File: config.mk
export PLATFORM = sky130hd
export DESIGN_NAME = pwm_pair_ctl
export DESIGN_NICKNAME = d
export VERILOG_FILES = /design/src/rtl/pwm_pair_pkg.sv /design/src/rtl/pwm_wave_step.sv /design/src/rtl/pwm_rd_port.sv /design/src/rtl/pwm_pair_ctl.sv
export SDC_FILE = /design/constraint.sdc
export NUM_CORES = 1
export LEC_CHECK = 0
export BUFFER_PORTS_ARGS = -buffer_cell sky130_fd_sc_hd__buf_2
export CORE_UTILIZATION = 55
export DETAILED_ROUTE_END_ITERATION = 8
export PLACE_DENSITY = 0.82
export REMOVE_ABC_BUFFERS = 1
export SKIP_CTS_REPAIR_TIMING = 1
export SYNTH_ARGS = -nofsm -noshare
export SYNTH_HDL_FRONTEND = slang
export SYNTH_SLANG_ARGS = --single-unit
File: constraint.sdc
create_clock -name clk -period 4.4 [get_ports clk]
set_input_delay 0.22 -clock clk [delete_from_list [all_inputs] [get_ports clk]]
set_output_delay 0.22 -clock clk [all_outputs]
set_load 0.02 [all_outputs]
File: src/rtl/pwm_pair_pkg.sv
package pwm_pair_pkg;

  typedef enum logic [1:0] {
    REG_CTRL = 2'd0,
    REG_CNT  = 2'd1,
    REG_PER  = 2'd2,
    REG_DUTY = 2'd3
  } reg_sel_e;

  // packed MSB first: merge is bit 8, en_lo is bit 0
  typedef struct packed {
    logic merge;
    logic csel_hi;
    logic csel_lo;
    logic cae_hi;
    logic cae_lo;
    logic pol_hi;
    logic pol_lo;
    logic en_hi;
    logic en_lo;
  } ctrl_t;

  localparam int CTRL_W = $bits(ctrl_t);

endpackage

File: src/rtl/pwm_wave_step.sv
// Next-count arithmetic for one counter of width W, left or center aligned.
module pwm_wave_step #(
  parameter int W = 8
) (
  input  logic [W-1:0] cnt,
  input  logic         up,
  input  logic [W-1:0] per,
  input  logic         center,
  output logic [W-1:0] cnt_nx,
  output logic         up_nx,
  output logic         wrap
);

  // {wrap, next} for a left-aligned counter
  function automatic logic [W:0] left_next(input logic [W-1:0] c, input logic [W-1:0] p);
    if (c >= p - W'(1)) return {1'b1, {W{1'b0}}};
    return {1'b0, c + W'(1)};
  endfunction

  // {wrap, up_next, next} for a center-aligned counter
  function automatic logic [W+1:0] center_next(input logic [W-1:0] c, input logic u,
                                               input logic [W-1:0] p);
    if (c <= W'(1) && (!u || c >= p)) return {2'b11, {W{1'b0}}};
    if (u && c < p)                   return {2'b01, c + W'(1)};
    return {2'b00, c - W'(1)};
  endfunction

  logic [W:0]   l_res;
  logic [W+1:0] c_res;

  assign l_res = left_next(cnt, per);
  assign c_res = center_next(cnt, up, per);

  always_comb begin
    if (per == '0) begin
      cnt_nx = '0;
      up_nx  = 1'b1;
      wrap   = 1'b1;
    end else if (!center) begin
      cnt_nx = l_res[W-1:0];
      up_nx  = 1'b1;
      wrap   = l_res[W];
    end else begin
      cnt_nx = c_res[W-1:0];
      up_nx  = c_res[W];
      wrap   = c_res[W+1];
    end
  end

endmodule

File: src/rtl/pwm_rd_port.sv
// Registered read path with the merged-mode byte snapshot rule.
module pwm_rd_port
  import pwm_pair_pkg::*;
#(
  parameter int CW = 8
) (
  input  logic              clk,
  input  logic              rst_n,
  input  logic              rd_en,
  input  logic [1:0]        rd_sel,
  input  logic              rd_wide,
  input  logic              rd_hi,
  input  logic              merge_on,
  input  logic              cnt_wr,
  input  logic [CTRL_W-1:0] ctrl_bits,
  input  logic [CW-1:0]     cnt_lo,
  input  logic [CW-1:0]     cnt_hi,
  input  logic [CW-1:0]     per_lo,
  input  logic [CW-1:0]     per_hi,
  input  logic [CW-1:0]     duty_lo,
  input  logic [CW-1:0]     duty_hi,
  output logic [2*CW-1:0]   rd_data
);

  localparam int DW = 2 * CW;

  function automatic logic [DW-1:0] pick(input logic [CW-1:0] lo, input logic [CW-1:0] hi,
                                         input logic wide, input logic hsel);
    if (wide) return {hi, lo};
    return {{CW{1'b0}}, hsel ? hi : lo};
  endfunction

  logic [CW-1:0] snap_lo, snap_hi;
  logic          vld_lo, vld_hi;

  always_ff @(posedge clk) begin
    if (!rst_n) begin
      rd_data <= '0;
      snap_lo <= '0;
      snap_hi <= '0;
      vld_lo  <= 1'b0;
      vld_hi  <= 1'b0;
    end else begin
      if (rd_en) begin
        case (rd_sel)
          REG_CTRL: rd_data <= DW'(ctrl_bits);
          REG_PER:  rd_data <= pick(per_lo, per_hi, rd_wide, rd_hi);
          REG_DUTY: rd_data <= pick(duty_lo, duty_hi, rd_wide, rd_hi);
          default: begin
            if (merge_on && !rd_wide) begin
              if (rd_hi && vld_hi) begin
                rd_data <= {{CW{1'b0}}, snap_hi};
                vld_hi  <= 1'b0;
              end else if (rd_hi) begin
                rd_data <= {{CW{1'b0}}, cnt_hi};
                snap_lo <= cnt_lo;
                vld_lo  <= 1'b1;
              end else if (vld_lo) begin
                rd_data <= {{CW{1'b0}}, snap_lo};
                vld_lo  <= 1'b0;
              end else begin
                rd_data <= {{CW{1'b0}}, cnt_lo};
                snap_hi <= cnt_hi;
                vld_hi  <= 1'b1;
              end
            end else begin
              rd_data <= pick(cnt_lo, cnt_hi, rd_wide, rd_hi);
              vld_lo  <= 1'b0;
              vld_hi  <= 1'b0;
            end
          end
        endcase
      end
      if (cnt_wr || !merge_on) begin
        vld_lo <= 1'b0;
        vld_hi <= 1'b0;
      end
    end
  end

endmodule

File: src/rtl/pwm_pair_ctl.sv
module pwm_pair_ctl
  import pwm_pair_pkg::*;
#(
  parameter int CW = 8
) (
  input  logic            clk,
  input  logic            rst_n,
  input  logic            tick_a,
  input  logic            tick_b,
  input  logic            wr_en,
  input  logic [1:0]      wr_sel,
  input  logic            wr_wide,
  input  logic            wr_hi,
  input  logic [2*CW-1:0] wr_data,
  input  logic            rd_en,
  input  logic [1:0]      rd_sel,
  input  logic            rd_wide,
  input  logic            rd_hi,
  output logic [2*CW-1:0] rd_data,
  output logic            pwm_lo,
  output logic            pwm_hi
);

  localparam int DW = 2 * CW;

  function automatic logic level(input logic [DW-1:0] c, input logic [DW-1:0] d,
                                 input logic pol, input logic en);
    if (!en) return !pol;
    return (c < d) ? pol : !pol;
  endfunction

  ctrl_t ctrl;
  logic  merge_on, en_lo_b, pol_lo_b, cae_lo_b;
  assign merge_on = ctrl.merge;
  assign en_lo_b  = ctrl.en_lo;
  assign pol_lo_b = ctrl.pol_lo;
  assign cae_lo_b = ctrl.cae_lo;

  logic [CW-1:0] cnt_lo, cnt_hi;
  logic          up_lo, up_hi;
  logic [CW-1:0] per_buf_lo, per_buf_hi, duty_buf_lo, duty_buf_hi;
  logic [CW-1:0] per_act_lo, per_act_hi, duty_act_lo, duty_act_hi;

  // write decode
  logic          we_lo, we_hi, cnt_wr;
  logic [CW-1:0] dat_lo, dat_hi;
  assign we_lo  = wr_en && (wr_wide || !wr_hi);
  assign we_hi  = wr_en && (wr_wide || wr_hi);
  assign dat_lo = wr_data[CW-1:0];
  assign dat_hi = wr_wide ? wr_data[DW-1:CW] : wr_data[CW-1:0];
  assign cnt_wr = wr_en && (wr_sel == REG_CNT);

  // named events
  logic clr_lo, clr_hi, tick_lo, tick_hi;
  logic step_lo, step_hi, step_cat, ld_lo, ld_hi;
  assign clr_lo   = cnt_wr && (merge_on || we_lo);
  assign clr_hi   = cnt_wr && (merge_on || we_hi);
  assign tick_lo  = ctrl.csel_lo ? tick_b : tick_a;
  assign tick_hi  = ctrl.csel_hi ? tick_b : tick_a;
  assign step_lo  = !merge_on && ctrl.en_lo && tick_lo && !clr_lo;
  assign step_hi  = !merge_on && ctrl.en_hi && tick_hi && !clr_hi;
  assign step_cat = merge_on && ctrl.en_lo && tick_lo && !clr_lo;

  logic [CW-1:0] lo_nx, hi_nx;
  logic [DW-1:0] cat_nx;
  logic          lo_up_nx, hi_up_nx, cat_up_nx, lo_wrap, hi_wrap, cat_wrap;

  pwm_wave_step #(.W(CW)) u_step_lo (
    .cnt(cnt_lo), .up(up_lo), .per(per_act_lo), .center(ctrl.cae_lo),
    .cnt_nx(lo_nx), .up_nx(lo_up_nx), .wrap(lo_wrap));

  pwm_wave_step #(.W(CW)) u_step_hi (
    .cnt(cnt_hi), .up(up_hi), .per(per_act_hi), .center(ctrl.cae_hi),
    .cnt_nx(hi_nx), .up_nx(hi_up_nx), .wrap(hi_wrap));

  pwm_wave_step #(.W(DW)) u_step_cat (
    .cnt({cnt_hi, cnt_lo}), .up(up_lo), .per({per_act_hi, per_act_lo}),
    .center(ctrl.cae_lo), .cnt_nx(cat_nx), .up_nx(cat_up_nx), .wrap(cat_wrap));

  logic ld_cat;
  assign ld_cat = !ctrl.en_lo || (step_cat && cat_wrap);
  assign ld_lo  = merge_on ? ld_cat : (!ctrl.en_lo || (step_lo && lo_wrap));
  assign ld_hi  = merge_on ? ld_cat : (!ctrl.en_hi || (step_hi && hi_wrap));

  // control register
  always_ff @(posedge clk) begin
    if (!rst_n)                          ctrl <= '0;
    else if (wr_en && wr_sel == REG_CTRL) ctrl <= ctrl_t'(wr_data[CTRL_W-1:0]);
  end

  // low channel state
  always_ff @(posedge clk) begin
    if (!rst_n) begin
      cnt_lo <= '0;
      up_lo  <= 1'b1;
    end else if (clr_lo) begin
      cnt_lo <= '0;
      up_lo  <= 1'b1;
    end else if (step_cat) begin
      cnt_lo <= cat_nx[CW-1:0];
      up_lo  <= cat_up_nx;
    end else if (step_lo) begin
      cnt_lo <= lo_nx;
      up_lo  <= lo_up_nx;
    end
  end

  // high channel state
  always_ff @(posedge clk) begin
    if (!rst_n) begin
      cnt_hi <= '0;
      up_hi  <= 1'b1;
    end else if (clr_hi) begin
      cnt_hi <= '0;
      up_hi  <= 1'b1;
    end else if (step_cat) begin
      cnt_hi <= cat_nx[DW-1:CW];
    end else if (step_hi) begin
      cnt_hi <= hi_nx;
      up_hi  <= hi_up_nx;
    end
  end

  // period / duty buffers and active copies
  always_ff @(posedge clk) begin
    if (!rst_n) begin
      per_buf_lo  <= '0;
      per_buf_hi  <= '0;
      duty_buf_lo <= '0;
      duty_buf_hi <= '0;
      per_act_lo  <= '0;
      per_act_hi  <= '0;
      duty_act_lo <= '0;
      duty_act_hi <= '0;
    end else begin
      if (we_lo && wr_sel == REG_PER)  per_buf_lo  <= dat_lo;
      if (we_hi && wr_sel == REG_PER)  per_buf_hi  <= dat_hi;
      if (we_lo && wr_sel == REG_DUTY) duty_buf_lo <= dat_lo;
      if (we_hi && wr_sel == REG_DUTY) duty_buf_hi <= dat_hi;
      if (ld_lo) begin
        per_act_lo  <= per_buf_lo;
        duty_act_lo <= duty_buf_lo;
      end
      if (ld_hi) begin
        per_act_hi  <= per_buf_hi;
        duty_act_hi <= duty_buf_hi;
      end
    end
  end

  // pins
  always_comb begin
    if (merge_on) begin
      pwm_lo = level({cnt_hi, cnt_lo}, {duty_act_hi, duty_act_lo}, ctrl.pol_lo, ctrl.en_lo);
      pwm_hi = 1'b0;
    end else begin
      pwm_lo = level({{CW{1'b0}}, cnt_lo}, {{CW{1'b0}}, duty_act_lo}, ctrl.pol_lo, ctrl.en_lo);
      pwm_hi = level({{CW{1'b0}}, cnt_hi}, {{CW{1'b0}}, duty_act_hi}, ctrl.pol_hi, ctrl.en_hi);
    end
  end

  pwm_rd_port #(.CW(CW)) u_rd (
    .clk(clk), .rst_n(rst_n), .rd_en(rd_en), .rd_sel(rd_sel), .rd_wide(rd_wide),
    .rd_hi(rd_hi), .merge_on(merge_on), .cnt_wr(cnt_wr), .ctrl_bits(ctrl),
    .cnt_lo(cnt_lo), .cnt_hi(cnt_hi), .per_lo(per_buf_lo), .per_hi(per_buf_hi),
    .duty_lo(duty_buf_lo), .duty_hi(duty_buf_hi), .rd_data(rd_data));

endmodule

-- Word-level counts from Yosys, hierarchy flattened
Cells that the tools add are included.
- add/sub/neg operators: 9
- order comparisons: 15
- equality and inequality tests: 8
- multiplexer cells: 106
- bitwise gates (word level): 6
- reductions and logical operators: 68
- operators with widths (operator ; number):
    16-bit 2-to-1 mux ; 11
    8-bit 2-to-1 mux ; 13
    10-bit 2-to-1 mux ; 8
    18-bit 2-to-1 mux ; 4
    1-bit 2-to-1 mux ; 63
    16-bit one-hot mux with 3 select lines ; 1
    9-bit 2-to-1 mux ; 4
    17-bit 2-to-1 mux ; 2
    16-bit >= comparator ; 2
    8-bit >= comparator ; 4
    16-bit < comparator ; 2
    8-bit < comparator ; 4
    16-bit by 1-bit subtractor with 16-bit output, second input constant ; 2
    8-bit by 1-bit subtractor with 8-bit output, second input constant ; 4
    1-bit logical AND ; 30
    16-bit by 1-bit adder with 16-bit output, second input constant ; 1
    8-bit by 1-bit adder with 8-bit output, second input constant ; 2
    16-bit by 1-bit less-or-equal comparator with 1-bit output, second input constant ; 1
    8-bit by 1-bit less-or-equal comparator with 1-bit output, second input constant ; 2
    16-bit zero test ; 1
    8-bit zero test ; 2
    1-bit zero test ; 11
    1-bit logical OR ; 11
    2-bit == test, second input constant ; 4
    13 further kinds ; 23
- flip-flop bits (word level): 125
- input bits: 30
- output and inout bits: 18
- word-level logic and storage cells: 238

-- Depth between registers and ports, before layout
- word-level depth: 12
- mapped depth: 17
- mapped depth without buffers: 15

-- Modules after synthesis
Synthesis repeated with hierarchy kept, for this count alone.
- cell total of the unflattened synthesis: 1221
- area, all modules: 10223.6 sq um
- by module, submodules not included (module ; times used ; cells an instance ; area each (sq um) ; seq. area each (sq um)):
    pwm_pair_ctl ; 1 ; 427 ; 4212.8 ; 1821.7
    pwm_rd_port ; 1 ; 273 ; 2238.4 ; 680.7
    pwm_wave_step at u_step_cat ; 1 ; 257 ; 1840.5 ; 0.0
    pwm_wave_step at u_step_hi ; 1 ; 132 ; 991.0 ; 0.0
    pwm_wave_step at u_step_lo ; 1 ; 132 ; 940.9 ; 0.0

-- Worst setup path after synthesis
OpenSTA, ideal clock, no wires.
- path type: reg2reg
- start point: reg per_act_lo[0]
- end point: reg cnt_hi[1]
- library setup time: 120 ps
- data arrival time: 3094 ps
- required time: 4280 ps
- path slack: 1186 ps
- cell stages (with the launch flop): 14
- buffers on the path: 0
- clock period less this slack: 3214 ps
- cells stage by stage: dfxtp_1 > nor4_1 > nand2_1 > nor4_1 > xnor2_1 > ha_1 > nand4_1 > nor3_1 > nand4_1 > a31o_2 > nand3_2 > nor2_2 > a31o_1 > a211o_1
- longest elaborated chain between the ends: 9
- elaborated cells between the ends (all ways): 19
- classes of those cells: add/sub: 1; order compare: 3; mux: 11; reduce/logical: 4
- RTL lines (what ; RTL line ; RTL):
    start, declared ; pwm_pair_ctl.sv:42 ; logic [CW-1:0] per_act_lo, per_act_hi, duty_act_lo, duty_act_hi;
    start signal, assigned ; pwm_pair_ctl.sv:141 ; per_act_lo <= per_buf_lo;
    branches (longest 7 deep; another with 16-bit by 1-bit subtractor with 16-bit output) ; n/a ;
    16-bit 2-to-1 mux (*) ; pwm_wave_step.sv:35 ; if (per == '0) begin
    8-bit 2-to-1 mux (*) ; pwm_pair_ctl.sv:116 ; end else if (step_cat) begin
    end signal, assigned ; pwm_pair_ctl.sv:117 ; cnt_hi <= cat_nx[DW-1:CW];
    end signal, assigned ; pwm_pair_ctl.sv:119 ; cnt_hi <= hi_nx;
    end, declared ; pwm_pair_ctl.sv:39 ; logic [CW-1:0] cnt_lo, cnt_hi;
Mark *: on every way between the ends. The select of a mux whose other input is x is not followed.
A chain may end at the register's enable or synchronous reset.

-- Final worst setup path
- start point: reg per_act_lo[4]
- end point: reg per_act_hi[6]
- longest elaborated chain between the ends: 11
- elaborated cells between the ends (all ways): 21
- classes of those cells: add/sub: 1; order compare: 3; mux: 11; reduce/logical: 6
- RTL lines (what ; RTL line ; RTL):
    branches (longest 7 deep; another with 16-bit by 1-bit subtractor with 16-bit output) ; n/a ;
    1-bit 2-to-1 mux (*) ; pwm_wave_step.sv:35 ;
    1-bit logical AND (*) ; pwm_pair_ctl.sv:81 ; assign ld_cat = !ctrl.en_lo || (step_cat && cat_wrap);
    1-bit logical OR (*) ; pwm_pair_ctl.sv:81 ;
    1-bit 2-to-1 mux (*) ; pwm_pair_ctl.sv:83 ; assign ld_hi = merge_on ? ld_cat : (!ctrl.en_hi || (step_hi && hi_wrap));
    end signal, assigned ; pwm_pair_ctl.sv:145 ; per_act_hi <= per_buf_hi;
    end, declared ; pwm_pair_ctl.sv:42 ;
Marked as above.

==> metrics.csv <==
stage,metric,value,unit
setup_path,Critical Path Source Type,register,
die,IO Pins,48,
setup_path,CP Class,register to register,
grt,vias in the first global route,7925,
setup_path,peak fanout along the critical path,32,
synth,Avg Inst Size Synth,8.14,µm²
grt,initial antenna violation count,0,
setup_path,CP bufs+invs,0,
timing,worst relative slew slack,0.237,
synth,asr flop ratio synth,0,
setup_path,reg-to-reg critical path startpoint,per_act_lo[4],
place,post-DP HPWL,18.6,mm
cells_and_area,# fillers,1385,
setup_path,CP startpoint,per_act_lo[4],
power,leakage,4.17,nW
setup_path,WP data required,4.76,ns
drt,vias per cell,6.28,
cells_and_area,Antenna Cells,0,
flow_run,MaxCap Viol Count,0,
die,area of the core,0.0159,mm²
drt,via count,8483,
cells_and_area,Final nets,1216,
drt,initial DRC count,940,
setup_path,Worst path most repeated cell,nor4_1,
timing,max-slew violation count,0,
clock_network,number of H-tree levels,4,
drt,post-DR wirelength/cell,19.6,µm
clock_network,CTS Buf Count,17,
cells_and_area,Syn-to-layout area delta,10.8,%
cells_and_area,"most common cell after layout, fill and taps aside",dfxtp_1,
setup_path,"Slowest-stage cell, CP",o32ai_4,
setup_path,crit path to,per_act_hi[6],
setup_path,CP arrival,4.23,ns
clock_network,"CTS clk-pin slew, worst paths",0.06,ns
place,I/O Buffers,47,
setup_path,FF-to-FF setup slack,0.52,ns
synth,count of cell types in the netlist,76,
clock_network,clk sink count,125,
drt,wire length after detailed routing,26.4,mm
die,Die W,130,µm
synth,top_reg_cell synth,dfxtp_1,
place,GP Congestion,0.935,
power,total chip power,3.08,mW
grt,largest net degree at the start of global routing,72,
timing,setup TNS after final layout,0,ns
setup_path,r2r worst-path depth,13,
grt,first-pass GRT wire length,41.6,mm
timing,final setup violation count,0,
clock_network,CTS tree,built,
synth,post-synthesis sequential area ratio,0.280,
grt,GR Util All Layers,0.324,
setup_path,RR Endpoint,per_act_hi[6],
synth,Post-Syn Area,0.00895,mm²
die,num rows,46,
timing,FMAX,0.258,GHz
timing,"Hold Violations, Final",0,
synth,Syn Inst Count,1099,
synth,Area contributors post-synth,"dfxtp_1, ha_1, mux2i_1",
worst_hold_path,worst hold path class,input pin to register,
synth,Post-synth EDFFs,0,
clock_network,CTS Root Cell,clkbuf_16,
outcome,status,"finished, final reports clean",
timing,unrepaired setup endpoints after global routing,no,
setup_path,crit path cell chain,nor4_1 -> nand2_1 -> nor4_1 -> xnor2_1 -> ha_1 -> nand4_1 -> nor3_1 -> a22oi_1 -> a31o_2 -> a31oi_4 -> o32ai_4 -> nand3_1 -> o21ai_1,
power,VDD IR-drop max,0.339,mV
setup_path,WP depth,13,
drt,Final ANT Viol Nets,0,
synth,Ys Warns,0,
timing,Setup Skew,0.00839,ns
setup_path,CP max stage delay,0.87,ns
timing,Final period util,0.881,
cells_and_area,fraction of layout cells with a size suffix above 1,0.124,
die,Starting Density,0.563,
grt,grt ovf,0,
synth,Yosys reg bits,125,
synth,Synth top area share,0.280,
setup_path,CP top delay family,compound AO/OA/AOI/OAI gates,
die,Die H,130,µm
synth,Yosys top cell by area,dfxtp_1,
timing,Tmin final,3.88,ns
power,Power Density,310,mW/mm²
setup_path,crit end category,register,
clock_network,worst-case clock buffer depth,2,
cells_and_area,final core occ,0.624,
timing,worst slew pin tran,1.14,ns
drt,Remaining DRCs,0,
drt,First-pass DRT Iterations,5,
die,DIE AREA,0.0168,mm²
cells_and_area,"commonest non-fill, non-tap cells in the layout","dfxtp_1, nand2_1, mux2i_1",
clock_network,Worst-Skew Late Latency,0.43,ns
worst min-delay path by stage:
stage | start | end | cells after the start
after floorplan | rst_n | u_rd.rd_data[10] | 1
after global placement | duty_act_lo[6] | duty_act_lo[6] | 2
after detailed placement | duty_act_lo[0] | duty_act_lo[0] | 2
after CTS | wr_data[8] | merge_on | 3
after global routing | wr_data[8] | merge_on | 3
final | wr_data[8] | merge_on | 3
registers in the layout, summed over array words and instances, names as in the netlist, 5 cells and up:
register	cells
cnt_hi	8
cnt_lo	8
ctrl	5
duty_act_hi	8
duty_act_lo	8
duty_buf_hi	8
duty_buf_lo	8
per_act_hi	8
per_act_lo	8
per_buf_hi	8
per_buf_lo	8
u_rd.rd_data	16
u_rd.snap_hi	8
u_rd.snap_lo	8
cell usage after synthesis, types with 3 or more instances:
library cell,count
a21oi_1,47
a21o_1,6
nor2_1,57
nand3b_1,4
and2_1,18
nand4_1,6
nor3b_1,5
mux2_1,3
nor4_1,14
nand3_1,52
a211oi_1,18
o211a_1,19
xnor2_1,24
or2_2,5
buf_6,7
nand2b_1,18
o22ai_1,11
clkbuf_1,50
a22oi_1,12
dfxtp_1,125
o32ai_1,3
a211o_1,4
nand2_1,118
a31oi_1,11
o31ai_1,5
and3_1,8
o21ai_1,28
a21boi_0,4
xor2_1,6
o211ai_1,8
or3_1,6
mux2_2,17
buf_1,5
nor2b_1,53
inv_1,50
ha_1,65
o21a_1,11
mux2i_1,74
a311oi_1,6
nor3_1,18
o221ai_1,4
o21ai_0,51
mux4_2,3
routing by layer:
metal / GRT usage / up-vias / share of wire
met4: 0.154 / 0 / 0.039
li1: - / 3999 / -
met2: 0.526 / 428 / 0.47
met1: 0.420 / 3972 / 0.42
met5: 0 / - / 0
met3: 0.0533 / 84 / 0.073
through the flow:
step	std cells	setup WS, ns	hold slack (ns)	instance area, µm²
floorplan	1034	0.671	0.342	8640
global placement	1318	0.759	0.439	9330
detailed placement	1318	0.616	0.444	9330
CTS	1350	0.562	0.0979	9910
global route	1350	0.188	0.117	9910
finish	1350	0.524	0.100	9910
worst min-delay path: stages:
cell     delay, ns
buf_2         0.10
mux2i_1       0.07
nor2b_1       0.10
cell families after synthesis:
group                      synth area share
and+or+nand+nor                       0.224
adders and majority gates            0.0909
AOI/OAI and AO/OA                     0.205
muxes                                 0.116
xor gates and xnor gates             0.0294
buffers and inverters                0.0552
DFF                                   0.280
report_power, final:
part / total (mW) / switching, mW / internal (mW)
sequential: 1.19 / 0.0303 / 1.16
clock: 1.43 / 0.583 / 0.845
combinational: 0.461 / 0.286 / 0.175
final cells by class:
type	instances	area, µm²	share of cell area
sequential	125	2500	0.252
clock inverter	14	160	0.0162
timing repair buffer	68	395	0.0399
tap	216	270	0.0273
inverter	51	191	0.0193
clock buffer	18	429	0.0433
multi-input combinational	858	5970	0.602
No activity file was read; power rests on OpenSTA's default activity.
